--- src/rtl/slowcal_pkg.sv ---
package slowcal_pkg;

  typedef enum logic [1:0] {
    ST_IDLE  = 2'd0,
    ST_ARM   = 2'd1,
    ST_COUNT = 2'd2
  } calState_t;

  // strobes from control to datapath
  typedef struct packed {
    logic timerClr;
    logic timerInc;
    logic cntClr;
    logic cntInc;
    logic slowInc;
    logic publish;
  } dpCtl_t;

  // status from datapath to control
  typedef struct packed {
    logic lastEdge;
    logic timerHit;
  } dpStat_t;

endpackage

--- src/rtl/slowcal_edge_sync.sv ---
module slowcal_edge_sync #(
  parameter int NUM_SRC = 3,
  parameter int SEL_W   = 2
) (
  input  logic               clk,
  input  logic               rstN,
  input  logic [NUM_SRC-1:0] slowClk,
  input  logic [SEL_W-1:0]   srcSel,
  output logic               edgeSeen
);

  logic [NUM_SRC-1:0] riseVec;

  for (genvar i = 0; i < NUM_SRC; i++) begin : g_src
    logic meta;
    logic stable;
    logic prev;
    always_ff @(posedge clk or negedge rstN) begin
      if (!rstN) begin
        meta   <= 1'b0;
        stable <= 1'b0;
        prev   <= 1'b0;
      end else begin
        meta   <= slowClk[i];
        stable <= meta;
        prev   <= stable;
      end
    end
    assign riseVec[i] = stable & ~prev;
  end

  // selection on synchronised pulses; out-of-range select sees nothing
  always_comb begin
    edgeSeen = 1'b0;
    for (int i = 0; i < NUM_SRC; i++) begin
      if (srcSel == SEL_W'(i)) edgeSeen = riseVec[i];
    end
  end

endmodule

--- src/rtl/slowcal_dp.sv ---
module slowcal_dp
  import slowcal_pkg::*;
#(
  parameter int REF_W  = 24,
  parameter int SLOW_W = 15
) (
  input  logic              clk,
  input  logic              rstN,
  input  dpCtl_t            ctl,
  input  logic [SLOW_W-1:0] maxCycles,
  input  logic [REF_W-1:0]  timeoutThres,
  output dpStat_t           stat,
  output logic [REF_W-1:0]  calValue
);

  logic [REF_W-1:0]  refCnt;
  logic [SLOW_W-1:0] slowCnt;
  logic [REF_W-1:0]  timer;
  logic [REF_W-1:0]  refNext;
  logic [SLOW_W-1:0] slowNext;

  assign refNext  = refCnt + 1'b1;
  assign slowNext = slowCnt + 1'b1;

  always_ff @(posedge clk or negedge rstN) begin
    if (!rstN) begin
      refCnt  <= '0;
      slowCnt <= '0;
    end else if (ctl.cntClr) begin
      refCnt  <= '0;
      slowCnt <= '0;
    end else begin
      if (ctl.cntInc)  refCnt  <= refNext;
      if (ctl.slowInc) slowCnt <= slowNext;
    end
  end

  always_ff @(posedge clk or negedge rstN) begin
    if (!rstN)             timer <= '0;
    else if (ctl.timerClr) timer <= '0;
    else if (ctl.timerInc) timer <= timer + 1'b1;
  end

  always_ff @(posedge clk or negedge rstN) begin
    if (!rstN)            calValue <= '0;
    else if (ctl.publish) calValue <= refNext;
  end

  // a zero cycle count never matches, so such a run only ends by timeout
  assign stat.lastEdge = (maxCycles != '0) && (slowNext == maxCycles);
  assign stat.timerHit = (timer == timeoutThres);

endmodule

--- src/rtl/slowcal_ctrl.sv ---
module slowcal_ctrl
  import slowcal_pkg::*;
(
  input  logic    clk,
  input  logic    rstN,
  input  logic    startOneShot,
  input  logic    cycleOff,
  input  logic    edgeSeen,
  input  dpStat_t stat,
  output dpCtl_t  ctl,
  output logic    calReady,
  output logic    calTimeout,
  output logic    cycValid
);

  calState_t st, stNext;
  logic contRun, contNext;
  logic startPrev;
  logic startRise;
  logic rdyNext, toNext, valNext;

  assign startRise = startOneShot & ~startPrev & cycleOff;

  always_comb begin
    ctl      = '0;
    stNext   = st;
    contNext = contRun;
    rdyNext  = calReady;
    toNext   = calTimeout;
    valNext  = 1'b0;
    if (startRise) begin
      stNext       = ST_ARM;
      contNext     = 1'b0;
      rdyNext      = 1'b0;
      toNext       = 1'b0;
      ctl.timerClr = 1'b1;
    end else if (st == ST_IDLE) begin
      if (!cycleOff) begin
        stNext       = ST_ARM;
        contNext     = 1'b1;
        rdyNext      = 1'b0;
        ctl.timerClr = 1'b1;
      end
    end else if (contRun && cycleOff) begin
      stNext = ST_IDLE;
    end else if (st == ST_COUNT && edgeSeen && stat.lastEdge) begin
      ctl.publish  = 1'b1;
      ctl.cntClr   = 1'b1;
      ctl.timerClr = 1'b1;
      toNext       = 1'b0;
      if (contRun) begin
        valNext = 1'b1;
      end else begin
        rdyNext = 1'b1;
        stNext  = ST_IDLE;
      end
    end else if (stat.timerHit) begin
      toNext       = 1'b1;
      ctl.timerClr = 1'b1;
      stNext       = contRun ? ST_ARM : ST_IDLE;
    end else begin
      ctl.timerInc = 1'b1;
      if (st == ST_ARM) begin
        if (edgeSeen) begin
          stNext     = ST_COUNT;
          ctl.cntClr = 1'b1;
        end
      end else begin
        ctl.cntInc  = 1'b1;
        ctl.slowInc = edgeSeen;
      end
    end
  end

  always_ff @(posedge clk or negedge rstN) begin
    if (!rstN) begin
      st         <= ST_IDLE;
      contRun    <= 1'b0;
      startPrev  <= 1'b0;
      calReady   <= 1'b0;
      calTimeout <= 1'b0;
      cycValid   <= 1'b0;
    end else begin
      st         <= stNext;
      contRun    <= contNext;
      startPrev  <= startOneShot;
      calReady   <= rdyNext;
      calTimeout <= toNext;
      cycValid   <= valNext;
    end
  end

endmodule

--- src/rtl/slowcal.sv ---
module slowcal
  import slowcal_pkg::*;
#(
  parameter int NUM_SRC = 3,
  parameter int SEL_W   = 2,
  parameter int REF_W   = 24,
  parameter int SLOW_W  = 15
) (
  input  logic               clk,
  input  logic               rstN,
  input  logic [NUM_SRC-1:0] slowClk,
  input  logic [SEL_W-1:0]   srcSel,
  input  logic [SLOW_W-1:0]  maxCycles,
  input  logic [REF_W-1:0]   timeoutThres,
  input  logic               startOneShot,
  input  logic               cycleOff,
  output logic [REF_W-1:0]   calValue,
  output logic               calReady,
  output logic               calTimeout,
  output logic               cycValid
);

  logic    edgeSeen;
  dpCtl_t  ctl;
  dpStat_t stat;

  slowcal_edge_sync #(.NUM_SRC(NUM_SRC), .SEL_W(SEL_W)) u_sync (
    .clk(clk), .rstN(rstN), .slowClk(slowClk), .srcSel(srcSel), .edgeSeen(edgeSeen)
  );

  slowcal_ctrl u_ctrl (
    .clk(clk), .rstN(rstN), .startOneShot(startOneShot), .cycleOff(cycleOff),
    .edgeSeen(edgeSeen), .stat(stat), .ctl(ctl),
    .calReady(calReady), .calTimeout(calTimeout), .cycValid(cycValid)
  );

  slowcal_dp #(.REF_W(REF_W), .SLOW_W(SLOW_W)) u_dp (
    .clk(clk), .rstN(rstN), .ctl(ctl), .maxCycles(maxCycles),
    .timeoutThres(timeoutThres), .stat(stat), .calValue(calValue)
  );

endmodule

--- config.mk ---
export PLATFORM = sky130hd
export DESIGN_NAME = slowcal
export DESIGN_NICKNAME = d
export VERILOG_FILES = /design/src/rtl/slowcal_pkg.sv /design/src/rtl/slowcal_edge_sync.sv /design/src/rtl/slowcal_dp.sv /design/src/rtl/slowcal_ctrl.sv /design/src/rtl/slowcal.sv
export SDC_FILE = /design/constraint.sdc
export NUM_CORES = 1
export LEC_CHECK = 0
export ABC_AREA = 1
export CAP_MARGIN = 20
export CELL_PAD_IN_SITES_DETAIL_PLACEMENT = 1
export CELL_PAD_IN_SITES_GLOBAL_PLACEMENT = 1
export CORE_ASPECT_RATIO = 0.7
export CORE_MARGIN = 3
export CORE_UTILIZATION = 25
export CTS_CLUSTER_SIZE = 8
export DETAILED_ROUTE_END_ITERATION = 7
export PLACE_DENSITY_LB_ADDON = 0.1
export SLEW_MARGIN = 20
export SYNTH_ARGS = -nofsm -noshare
export SYNTH_HDL_FRONTEND = slang
export SYNTH_SLANG_ARGS = --single-unit
--- constraint.sdc ---
create_clock -name clk -period 4.05 [get_ports clk]
set_input_delay 1.215 -clock clk [delete_from_list [all_inputs] [get_ports clk]]
set_output_delay 1.215 -clock clk [all_outputs]
set_load 0.02 [all_outputs]
==> results.yml, run 1 <==
status:
  run_status: "completed"
timing:
  final.period_utilization_pct: 80.15
  fin_crit_ns: 3.246
  worstMarginPinSlew_ns: 0.7185
  rsz0062_at_grt: "no"
  final_hold_vio_count: 0
  final_worst_path_setup_slack_ns: 0.8039
  fin_setup_tns_ns: 0
  finClkSkew_ns: 0.009100
  max_freq_ghz: 0.3081
  worst_slew_margin_rel_pct: 51.92
  number_of_pins_exceeding_their_max_slew_limit_in_the_final_report: 0
  setup_violations: 0
hold_path:
  worst_hold_startpoint: "u_sync.g_src[0].meta"
  min_delay_path_depth: 0
  hold_class: "reg -> reg"
  worst_min_delay_path_endpoint: "u_sync.g_src[0].stable"
cells_and_area:
  final_net_count: 977
  antennaDiodeCount: 0
  layoutNonFillerInstCount: 1249
  post-route-cell-area_mm2: 0.007696
  layout.core_utilization_pct: 31.77
  syn2layout_area_growth_pct: 22.07
  filler_cell_count: 3017
  layout_cells_sized_above_1_pct: 5.908
cts:
  cts_tree: "built"
  buffers_inserted_by_post_cts_timing_repair: 0
  clkLatencyLatePin_ns: 0.35
  cts_root_buffer: "sky130_fd_sc_hd__clkbuf_16"
  holdBufCountCts: 0
  clock_sinks: 103
  cts-root-to-sink-buffers: 2
  cts_htree_levels: 3
  cts-buffers-inserted: 9
  number_of_instances_resized_during_post_cts_repair: 0
  clkSlewWorstSetupHoldPaths_ns: 0.07
yosys:
  syn-mean-instance-area_um2: 7.400
  netlist_top_cells_area: "sky130_fd_sc_hd__dfrtp_1 (41%), sky130_fd_sc_hd__nand2_1 (14%), sky130_fd_sc_hd__inv_1 (6.8%)"
  synth_cell_types: 36
  post_synth_mux_area_share_pct: 0
  ys_warn_count: 0
  synthDominantAreaCellType: "sky130_fd_sc_hd__dfrtp_1"
  synth_compound_area_share_pct: 5.954
  synth.yosys.seq_area_share_pct: 40.88
  ys_seq_elements: 103
  synthesis.area_mm2: 0.006305
  net_count_after_synthesis: 903
  post-synth-top-area-fraction_pct: 40.88
  synthXorXnorAreaFrac_pct: 9.367
  synth_top_family_by_area: "simple AND/OR/NAND/NOR gates"
  synth_simple_gate_area_share_pct: 34.05
  post_synth_fa_ha_maj_area_fraction_pct: 0.5954
  syn-instance-count: 852
critical_path:
  crit_type: "in -> reg"
  slowest_delay_ns: 0.48
  rr_worst_depth: 17
  timing.critical_path.arrival_ns: 3.51
  crit_path_top_delay_cell: "sky130_fd_sc_hd__clkdlybuf4s50_1"
  path_cells: "clkdlybuf4s50_1, xnor2_1, nand4_1, nor2_1, nand3_1, nand2_1, inv_1, nand2_1, nand2_4, inv_4, nand2_4, o21ai_0"
  critPathBufInv: 3
  rr_startpoint: "u_dp.slowCnt[0]"
  regToRegSetupSlack_ns: 1.07
  critical_path.startpoint_type: "input port"
  critical-path-top-delay-family: "simple AND/OR/NAND/NOR gates"
  worst_r2r_endpoint: "u_dp.slowCnt[14]"
  timing.critical_path.to_type: "flop"
  cp.required_ns: 4.32
  critPathMaxFanout: 21
global_route:
  grt.met2_usage_pct: 20.14
  globalRoute.busiestLayer: "met1"
  globalRouteMet1Util_pct: 24.16
  grt_start_max_net_pins: 65
  global_route_usage_sum_pct: 14.76
  met3_usage_pct: 2.720
  first_global_vias: 5743
  antenna_violations_before_repair: 0
  wire_length_of_the_first_global_routing_pass_um: 32340
  grt-ovfl-total: 0
route:
  dr.first_iter.drc_count: 294
  via_count: 5567
  wl_um: 19520
  route.detailed.wl_per_inst_um: 15.63
  route.antenna.remaining_nets: 0
  vias_per_cell: 4.457
  first_pass_iteration_count_of_the_detailed_router: 5
  detail_route.drc_violations: 0
place:
  finalWeightedCongestion: 0.7935
  post-dp-hpwl_um: 15140
  post_dp_cell_area_mm2: 0.007405
  dp_slack_ns: 0.4211
  place.detailed.instances: 1233
  numPortBuffers: 74
floorplan:
  start_util_pct: 26.02
  die_y_um: 138.9
  core_region_area_mm2: 0.02423
  num_io_pins: 75
  std_cell_rows: 47
  dieWidth_um: 195.8
  dieArea_mm2: 0.02719
power_and_ir_drop:
  leakage_uw: 0.003476
  peak_ir_drop_on_the_vdd_network_v: 0.0001890
  pwr_density_cell_mw_per_mm2: 363.6
flow_run:
  cap_viol_max_count: 0
cells in the mapped netlist:
master and count:
sky130_fd_sc_hd__a21oi_1 3, sky130_fd_sc_hd__and2_1 1, sky130_fd_sc_hd__buf_2 3, sky130_fd_sc_hd__buf_4 4
sky130_fd_sc_hd__buf_6 3, sky130_fd_sc_hd__clkbuf_1 10, sky130_fd_sc_hd__clkinv_1 3, sky130_fd_sc_hd__dfrtp_1 103
sky130_fd_sc_hd__ha_1 3, sky130_fd_sc_hd__inv_1 115, sky130_fd_sc_hd__inv_2 3, sky130_fd_sc_hd__inv_4 1
sky130_fd_sc_hd__nand2_1 236, sky130_fd_sc_hd__nand2_2 3, sky130_fd_sc_hd__nand2_4 2, sky130_fd_sc_hd__nand3_1 74
sky130_fd_sc_hd__nand3_4 3, sky130_fd_sc_hd__nand3b_1 3, sky130_fd_sc_hd__nand4_1 35, sky130_fd_sc_hd__nand4_2 1
sky130_fd_sc_hd__nor2_1 73, sky130_fd_sc_hd__nor2_2 4, sky130_fd_sc_hd__nor2_4 2, sky130_fd_sc_hd__nor2_8 1
sky130_fd_sc_hd__nor3_1 27, sky130_fd_sc_hd__nor3_2 1, sky130_fd_sc_hd__nor4_1 7, sky130_fd_sc_hd__o211ai_1 2
sky130_fd_sc_hd__o21ai_0 34, sky130_fd_sc_hd__o21ai_1 16, sky130_fd_sc_hd__o21ai_2 10, sky130_fd_sc_hd__o21bai_1 1
sky130_fd_sc_hd__or2_2 1, sky130_fd_sc_hd__xnor2_1 18, sky130_fd_sc_hd__xor2_1 44, sky130_fd_sc_hd__xor3_1 2
where the power goes:
group,switching [uW],internal (uW)
Sequential,110,1130
Combinational,440,225
Clock,411,485
worst max-delay path by stage:
stage                       endpoint              from  depth (start not counted)
global route          u_dp.refCnt[2]   timeoutThres[5]                         13
finish                u_dp.refCnt[2]  timeoutThres[23]                         12
detailed placement  u_dp.slowCnt[14]   timeoutThres[5]                         14
global placement     u_dp.refCnt[18]     maxCycles[13]                         16
CTS                 u_dp.slowCnt[14]   timeoutThres[5]                         14
floorplan            u_dp.refCnt[16]   timeoutThres[5]                         12
logic make-up (layout without fill, tap and decap cells):
family          after synthesis  count (layout)
flops                       103             103
fa+ha+maj                     3               3
xor+xnor                     64              64
buf+inv                     142             221
compound gates               66              66
simple gates                474             474
area by class of cell:
| class | count | area [um^2] | share of cell area (%) |
|---|---|---|---|
| Timing Repair Buffer | 83 | 818.3 | 10.63 |
| Inverter | 122 | 460.4 | 5.983 |
| Clock buffer | 12 | 236.5 | 3.073 |
| Multi-Input combinational cell | 607 | 3151 | 40.94 |
| Clock inverter | 4 | 55.05 | 0.7153 |
| Tap cell | 318 | 397.9 | 5.170 |
| Sequential cell | 103 | 2577 | 33.49 |
worst register-to-register path, stage by stage (launching register included):
cell,delay [ns]
sky130_fd_sc_hd__dfrtp_1,0.42
sky130_fd_sc_hd__ha_1,0.25
sky130_fd_sc_hd__nand2_1,0.15
sky130_fd_sc_hd__nor2_2,0.20
sky130_fd_sc_hd__nand2_1,0.11
sky130_fd_sc_hd__nand2_1,0.09
sky130_fd_sc_hd__nand2_1,0.09
sky130_fd_sc_hd__nand2_1,0.07
sky130_fd_sc_hd__nand2_1,0.05
sky130_fd_sc_hd__nor2_1,0.29
sky130_fd_sc_hd__nand3_1,0.19
sky130_fd_sc_hd__nor2_4,0.21
sky130_fd_sc_hd__nand3_4,0.11
sky130_fd_sc_hd__nand2_4,0.12
sky130_fd_sc_hd__inv_4,0.12
sky130_fd_sc_hd__buf_4,0.19
sky130_fd_sc_hd__nand3_1,0.08
sky130_fd_sc_hd__o21ai_0,0.10
metrics by stage:
step	power (uW)	hold slack, ns
floorplan	1681	0.3312
detailed placement	1929	0.3364
global placement	1938	0.3320
global route	2994	0.3632
CTS	2851	0.3523
finish	2799	0.3497
cells in the final DEF, fill, tap and decap left out, types with 2 or more instances in the layout:
cell type,synthesis,final
sky130_fd_sc_hd__a21oi_1,3,3
sky130_fd_sc_hd__o21ai_2,10,10
sky130_fd_sc_hd__dfrtp_1,103,103
sky130_fd_sc_hd__nand3_1,74,74
sky130_fd_sc_hd__clkinv_1,3,3
sky130_fd_sc_hd__xnor2_1,18,18
sky130_fd_sc_hd__nand2_2,3,3
sky130_fd_sc_hd__o211ai_1,2,2
sky130_fd_sc_hd__xor3_1,2,2
sky130_fd_sc_hd__nand2_4,2,2
sky130_fd_sc_hd__nand3b_1,3,3
sky130_fd_sc_hd__clkbuf_1,10,3
sky130_fd_sc_hd__clkdlybuf4s50_1,0,73
sky130_fd_sc_hd__buf_4,4,9
sky130_fd_sc_hd__nor2_2,4,4
sky130_fd_sc_hd__o21ai_1,16,16
sky130_fd_sc_hd__clkbuf_16,0,9
sky130_fd_sc_hd__inv_2,3,3
sky130_fd_sc_hd__nand2_1,236,236
sky130_fd_sc_hd__nor3_1,27,27
sky130_fd_sc_hd__nor2_4,2,2
sky130_fd_sc_hd__o21ai_0,34,34
sky130_fd_sc_hd__ha_1,3,3
sky130_fd_sc_hd__nand4_1,35,35
sky130_fd_sc_hd__nand3_4,3,3
sky130_fd_sc_hd__nor2_1,73,73
sky130_fd_sc_hd__xor2_1,44,44
sky130_fd_sc_hd__inv_1,115,115
sky130_fd_sc_hd__nor4_1,7,7
flip-flops by register name, indices dropped and copies added (netlist names), 2 cells and up:
register	cells
u_sync.g_src.prev	3
u_dp.timer	24
u_sync.g_src.meta	3
u_sync.g_src.stable	3
u_dp.calValue	24
u_ctrl.st	2
u_dp.refCnt	24
u_dp.slowCnt	15
routing by layer:
metal / vias to the layer above / routed length [um]
met5: - / 0
met4: 0 / 89
met3: 6 / 596
met2: 70 / 7634
met1: 2630 / 11200
li1: 2861 / -
Power figures use the tool's default switching activity.
==> inputs of run 2 (changes only) <==
clock period = 2.8 ns   (was 4.05 ns; I/O delays follow)
==> results.yml, run 2 (same netlist as run 1, synthesis figures left out) <==
route:
  vias_per_cell: 4.421
  wl_um: 20020
  first_pass_iteration_count_of_the_detailed_router: 4
  route.detailed.wl_per_inst_um: 15.45
  detail_route.drc_violations: 0
  dr.first_iter.drc_count: 232
  via_count: 5729
  route.antenna.remaining_nets: 0
cells_and_area:
  mostFrequentLayoutCell: "sky130_fd_sc_hd__nand2_1"
  syn2layout_area_growth_pct: 30.36
  antennaDiodeCount: 0
  final_net_count: 1024
  most-common-layout-cells: "sky130_fd_sc_hd__nand2_1 (231), sky130_fd_sc_hd__inv_1 (113), sky130_fd_sc_hd__dfrtp_1 (103)"
  layout_cells_sized_above_1_pct: 12.47
  largest_registers: "u_dp.calValue (24), u_dp.refCnt (24), u_dp.timer (24)"
power_and_ir_drop:
  peak_ir_drop_on_the_vdd_network_v: 0.0002867
  pwr_density_cell_mw_per_mm2: 514.5
  share_seq_of_total_power_pct: 42.3
  leakage_uw: 0.003817
  power.share.clock_pct: 31.7
  internal-power_uw: 2785
  p_sw_share_pct: 34.14
  total_switching_power_uw: 1444
  p_comb_share_pct: 26.0
cts:
  cts_htree_levels: 3
  cts_root_buffer: "sky130_fd_sc_hd__clkbuf_16"
  cts_tree: "built"
  cts-root-to-sink-buffers: 2
  clock_sinks: 103
  clkSlewWorstSetupHoldPaths_ns: 0.07
  cts-buffers-inserted: 9
  holdBufCountCts: 0
  clkLatencyLatePin_ns: 0.36
hold_path:
  hold_class: "reg -> reg"
  min_delay_path_depth: 0
floorplan:
  start_util_pct: 26.02
  die_y_um: 138.9
  core_region_area_mm2: 0.02423
  std_cell_rows: 47
  num_io_pins: 75
  dieWidth_um: 195.8
  dieArea_mm2: 0.02719
place:
  dp_slack_ns: -0.3762
  numPortBuffers: 74
  post-dp-hpwl_um: 15390
  finalWeightedCongestion: 0.7940
timing:
  hold_slack_ns: 0.3516
  setup_violations: 0
  final.period_utilization_pct: 94.03
  final_hold_vio_count: 0
  finClkSkew_ns: 0.01263
  final_worst_path_setup_slack_ns: 0.1672
  worst_slew_margin_rel_pct: 58.43
  worstMarginPinSlew_ns: 0.6235
  number_of_pins_exceeding_their_max_slew_limit_in_the_final_report: 0
  fin_crit_ns: 2.633
  max_freq_ghz: 0.3798
global_route:
  global_route_usage_sum_pct: 15.09
  wire_length_of_the_first_global_routing_pass_um: 32810
  first_global_vias: 5919
  grt-ovfl-total: 0
  grt_start_max_net_pins: 104
  antenna_violations_before_repair: 0
critical_path:
  critical_path.startpoint_type: "input port"
  cp.required_ns: 3.05
  critPathMaxFanout: 6
  timing.critical_path.to_type: "flop"
  crit_type: "in -> reg"
  timing.critical_path.arrival_ns: 2.88
  rr_worst_depth: 16
status:
  run_status: "completed"
flow_run:
  cap_viol_max_count: 0
==> run 2: worst max-delay path, stage by stage <==
cell	delay, ns
sky130_fd_sc_hd__clkdlybuf4s50_1	0.41
sky130_fd_sc_hd__or2_2	0.29
sky130_fd_sc_hd__a21oi_1	0.14
sky130_fd_sc_hd__nand3_1	0.11
sky130_fd_sc_hd__nor2_2	0.13
sky130_fd_sc_hd__nand3_2	0.14
sky130_fd_sc_hd__nand3_2	0.11
sky130_fd_sc_hd__inv_1	0.08
sky130_fd_sc_hd__nand4_1	0.23
sky130_fd_sc_hd__buf_6	0.16
sky130_fd_sc_hd__inv_2	0.08
sky130_fd_sc_hd__nand3_1	0.09
sky130_fd_sc_hd__nand2_1	0.06
==> run 2: layout make-up <==
class                      instances  area [um^2]
clock buffer                      11        242.7
clock inverter                     5        61.31
fill                            2970        16010
inverter                         122        460.4
multi-input combinational        607         3209
sequential                       103         2577
tap                              318        397.9
timing repair buffer             130         1270
==> run 2: final timing paths <==
path                       slack [ns]                endpoint                 start
max                              0.17         u_dp.slowCnt[1]       timeoutThres[5]
min                              0.35  u_sync.g_src[0].stable  u_sync.g_src[0].meta
max reg2reg                      0.19         u_dp.slowCnt[1]       u_dp.slowCnt[2]
min reg2reg                      0.35  u_sync.g_src[0].stable  u_sync.g_src[0].meta
max in group asynchronous        1.78         u_dp.refCnt[15]                  rstN
min in group asynchronous        0.52    u_sync.g_src[1].meta                  rstN
==> run 2: power groups by stage <==
stage / logic, uW / registers [uW] / clock network [uW]
3_5_place_dp: 1090 / 1810 / 0
4_1_cts: 1100 / 1790 / 1400
2_1_floorplan: 665 / 1770 / 0
3_3_place_gp: 1090 / 1820 / 0
6_report: 1100 / 1790 / 1340
5_1_grt: 1240 / 1810 / 1450
==> run 2: stage by stage <==
step	total power [uW]	instances	utilization (%)	cell area, um^2	TNS (ns)
after floorplan	2431	852	-	6305	0
after global placement	2905	1276	32.20	7802	-19.69
after detailed placement	2909	1276	32.20	7802	-20.98
after CTS	4284	1292	33.48	8112	0
after global routing	4506	1296	33.92	8219	-0.03857
final	4229	1296	33.92	8219	0
==> run 2: what timing repair did <==
action | in CTS | in global routing
endpoints found under the hold margin | 0 | 0
resized for setup | 1 | 27
endpoints found under the setup margin | 1 | 86
pin swaps | 0 | 7
buffers inserted | 0 | 4
==> run 2: layer usage <==
| metal | vias up | GRT usage, % | share of wire, % |
|---|---|---|---|
| li1 | 2958 | - | - |
| met1 | 2710 | 24.38 | 57 |
| met2 | 48 | 20.61 | 39 |
| met3 | 13 | 2.890 | 2.8 |
| met4 | 0 | 2.700 | 0.81 |
| met5 | - | 0 | 0 |
==> inputs of run 3 (changes only) <==
PLACE_DENSITY_LB_ADDON = 0.2   (was 0.1)
==> results.yml, run 3 (same netlist as run 1, synthesis figures left out) <==
timing:
  rsz0062_at_grt: "no"
  number_of_pins_exceeding_their_max_slew_limit_in_the_final_report: 0
  finClkSkew_ns: 0.01149
  worst_slew_margin_rel_pct: 59.58
  worstMarginPinSlew_ns: 0.6017
  fin_crit_ns: 2.624
  final.period_utilization_pct: 93.72
  setup_violations: 0
  final_hold_vio_count: 0
  max_freq_ghz: 0.3811
place:
  numPortBuffers: 74
  place.detailed.instances: 1274
  finalWeightedCongestion: 0.8307
  post-dp-hpwl_um: 15380
cells_and_area:
  final_net_count: 1019
  multi_input_comb_area_mm2: 0.003214
  most-common-layout-cells: "sky130_fd_sc_hd__nand2_1 (233), sky130_fd_sc_hd__inv_1 (115), sky130_fd_sc_hd__dfrtp_1 (103)"
  antennaDiodeCount: 0
  layout_cells_sized_above_1_pct: 11.12
  layoutNonFillerInstCount: 1289
  mostFrequentLayoutCell: "sky130_fd_sc_hd__nand2_1"
  filler_cell_count: 2983
  layout.core_utilization_pct: 33.60
  area.sequential_mm2: 0.002577
  largest_registers: "u_dp.calValue (24), u_dp.refCnt (24), u_dp.timer (24)"
  syn2layout_area_growth_pct: 29.13
route:
  route.antenna.remaining_nets: 0
  first_pass_iteration_count_of_the_detailed_router: 4
  via_count: 5721
  dr.first_iter.drc_count: 268
  route.detailed.wl_per_inst_um: 15.25
  vias_per_cell: 4.438
  wl_um: 19660
  detail_route.drc_violations: 0
power_and_ir_drop:
  p_sw_share_pct: 33.74
  p_comb_share_pct: 26.3
  leakage_uw: 0.003731
  pwr_density_cell_mw_per_mm2: 512.2
  share_seq_of_total_power_pct: 42.9
  total_switching_power_uw: 1407
  power.share.clock_pct: 30.9
  internal-power_uw: 2763
  peak_ir_drop_on_the_vdd_network_v: 0.0002978
critical_path:
  critical_path.startpoint_type: "input port"
  crit_type: "in -> reg"
  critPathMaxFanout: 15
  rr_worst_depth: 18
  timing.critical_path.arrival_ns: 2.90
  timing.critical_path.to_type: "flop"
  cp.required_ns: 3.07
  rr_startpoint: "u_dp.slowCnt[1]"
  worst_r2r_endpoint: "u_dp.slowCnt[0]"
  regToRegSetupSlack_ns: 0.29
global_route:
  grt-ovfl-total: 0
  wire_length_of_the_first_global_routing_pass_um: 32310
  antenna_violations_before_repair: 0
  first_global_vias: 5917
  global_route_usage_sum_pct: 14.81
  grt_start_max_net_pins: 37
cts:
  cts_tree: "built"
  cts-buffers-inserted: 9
  clock_sinks: 103
  cts_root_buffer: "sky130_fd_sc_hd__clkbuf_16"
  clkSlewWorstSetupHoldPaths_ns: 0.07
  cts_htree_levels: 3
  clkLatencyLatePin_ns: 0.36
  cts-root-to-sink-buffers: 2
floorplan:
  dieArea_mm2: 0.02719
  start_util_pct: 26.02
  dieWidth_um: 195.8
  num_io_pins: 75
  std_cell_rows: 47
  die_y_um: 138.9
  core_region_area_mm2: 0.02423
status:
  run_status: "completed"
hold_path:
  worst_min_delay_path_endpoint: "u_sync.g_src[1].stable"
  min_delay_path_depth: 0
  hold_class: "reg -> reg"
  worst_hold_startpoint: "u_sync.g_src[1].meta"
flow_run:
  cap_viol_max_count: 0
run 3: cell types whose count changed in the layout (fill, tap and decap cells not counted), moves of 3 or more:
cell,delta
sky130_fd_sc_hd__buf_4,-4
sky130_fd_sc_hd__clkdlybuf4s50_1,+5
sky130_fd_sc_hd__dlymetal6s2s_1,-5
sky130_fd_sc_hd__inv_2,-3
sky130_fd_sc_hd__nand2_2,-3
sky130_fd_sc_hd__nor2_2,-3
run 3: timing repair:
action / in CTS / in global routing
gates cloned: 0 / 0
hold buffers: 0 / 0
gates resized for setup: 1 / 24
buffers inserted: 0 / 1
pin swaps: 0 / 5
setup endpoints to repair: 5 / 87
hold endpoints to repair: 0 / 0
run 3: final cells by class:
cell class | count | area share (%)
clock buffers | 11 | 2.981
clock inverters | 3 | 0.5379
inverters | 122 | 5.686
multi-input cells | 607 | 39.48
flip-flops and latches | 103 | 31.66
well taps | 318 | 4.887
repair buffers | 125 | 14.77
run 3: critical path, stage by stage:
cell                              delay (ns)
sky130_fd_sc_hd__clkdlybuf4s50_1        0.42
sky130_fd_sc_hd__or2_2                  0.30
sky130_fd_sc_hd__a21oi_1                0.15
sky130_fd_sc_hd__nand3_1                0.14
sky130_fd_sc_hd__nor2_2                 0.16
sky130_fd_sc_hd__nand3_4                0.12
sky130_fd_sc_hd__nand2_1                0.09
sky130_fd_sc_hd__inv_1                  0.04
sky130_fd_sc_hd__nand2_1                0.12
sky130_fd_sc_hd__nand2_4                0.07
sky130_fd_sc_hd__inv_4                  0.12
sky130_fd_sc_hd__nand2_8                0.13
sky130_fd_sc_hd__o21ai_0                0.19
run 3: power by group through the flow:
stage	Combinational, uW	Clock, uW	Sequential (uW)
floorplan	665	0	1770
global placement	1070	0	1810
detailed placement	1080	0	1820
CTS	1090	1350	1790
global route	1240	1410	1810
finish	1100	1290	1790
run 3: layer usage:
| metal | track usage (%) | vias to the layer above | share of wire [%] |
|---|---|---|---|
| met5 | 0 | - | 0 |
| met4 | 2.362 | 0 | 0.70 |
| met3 | 3.473 | 9 | 4.7 |
| met2 | 20.65 | 82 | 40 |
| met1 | 23.30 | 2683 | 54 |
| li1 | - | 2947 | - |
run 3: stage by stage:
| stage | setup slack [ns] | setup TNS [ns] | hold slack (ns) | power (uW) | area, um^2 |
|---|---|---|---|---|---|
| 2_1_floorplan | 0.4941 | 0 | 0.3312 | 2431 | 6305 |
| 3_3_place_gp | -0.3221 | -21.66 | 0.3327 | 2884 | 7762 |
| 3_5_place_dp | -0.4086 | -23.71 | 0.3386 | 2896 | 7762 |
| 4_1_cts | 0.03758 | 0 | 0.3678 | 4221 | 8054 |
| 5_1_grt | 0.005497 | 0 | 0.3699 | 4460 | 8142 |
| 6_report | 0.1758 | 0 | 0.3659 | 4171 | 8142 |
run 3: worst max path at each step:
stage | startpoint | endpoint | cells past startpoint
final | timeoutThres[5] | u_dp.refCnt[1] | 13
after global placement | timeoutThres[5] | u_dp.slowCnt[3] | 13
after CTS | srcSel[0] | u_dp.timer[14] | 20
after global routing | timeoutThres[5] | u_dp.slowCnt[9] | 14
after floorplan | timeoutThres[5] | u_dp.refCnt[16] | 12
after detailed placement | timeoutThres[5] | u_dp.slowCnt[4] | 13
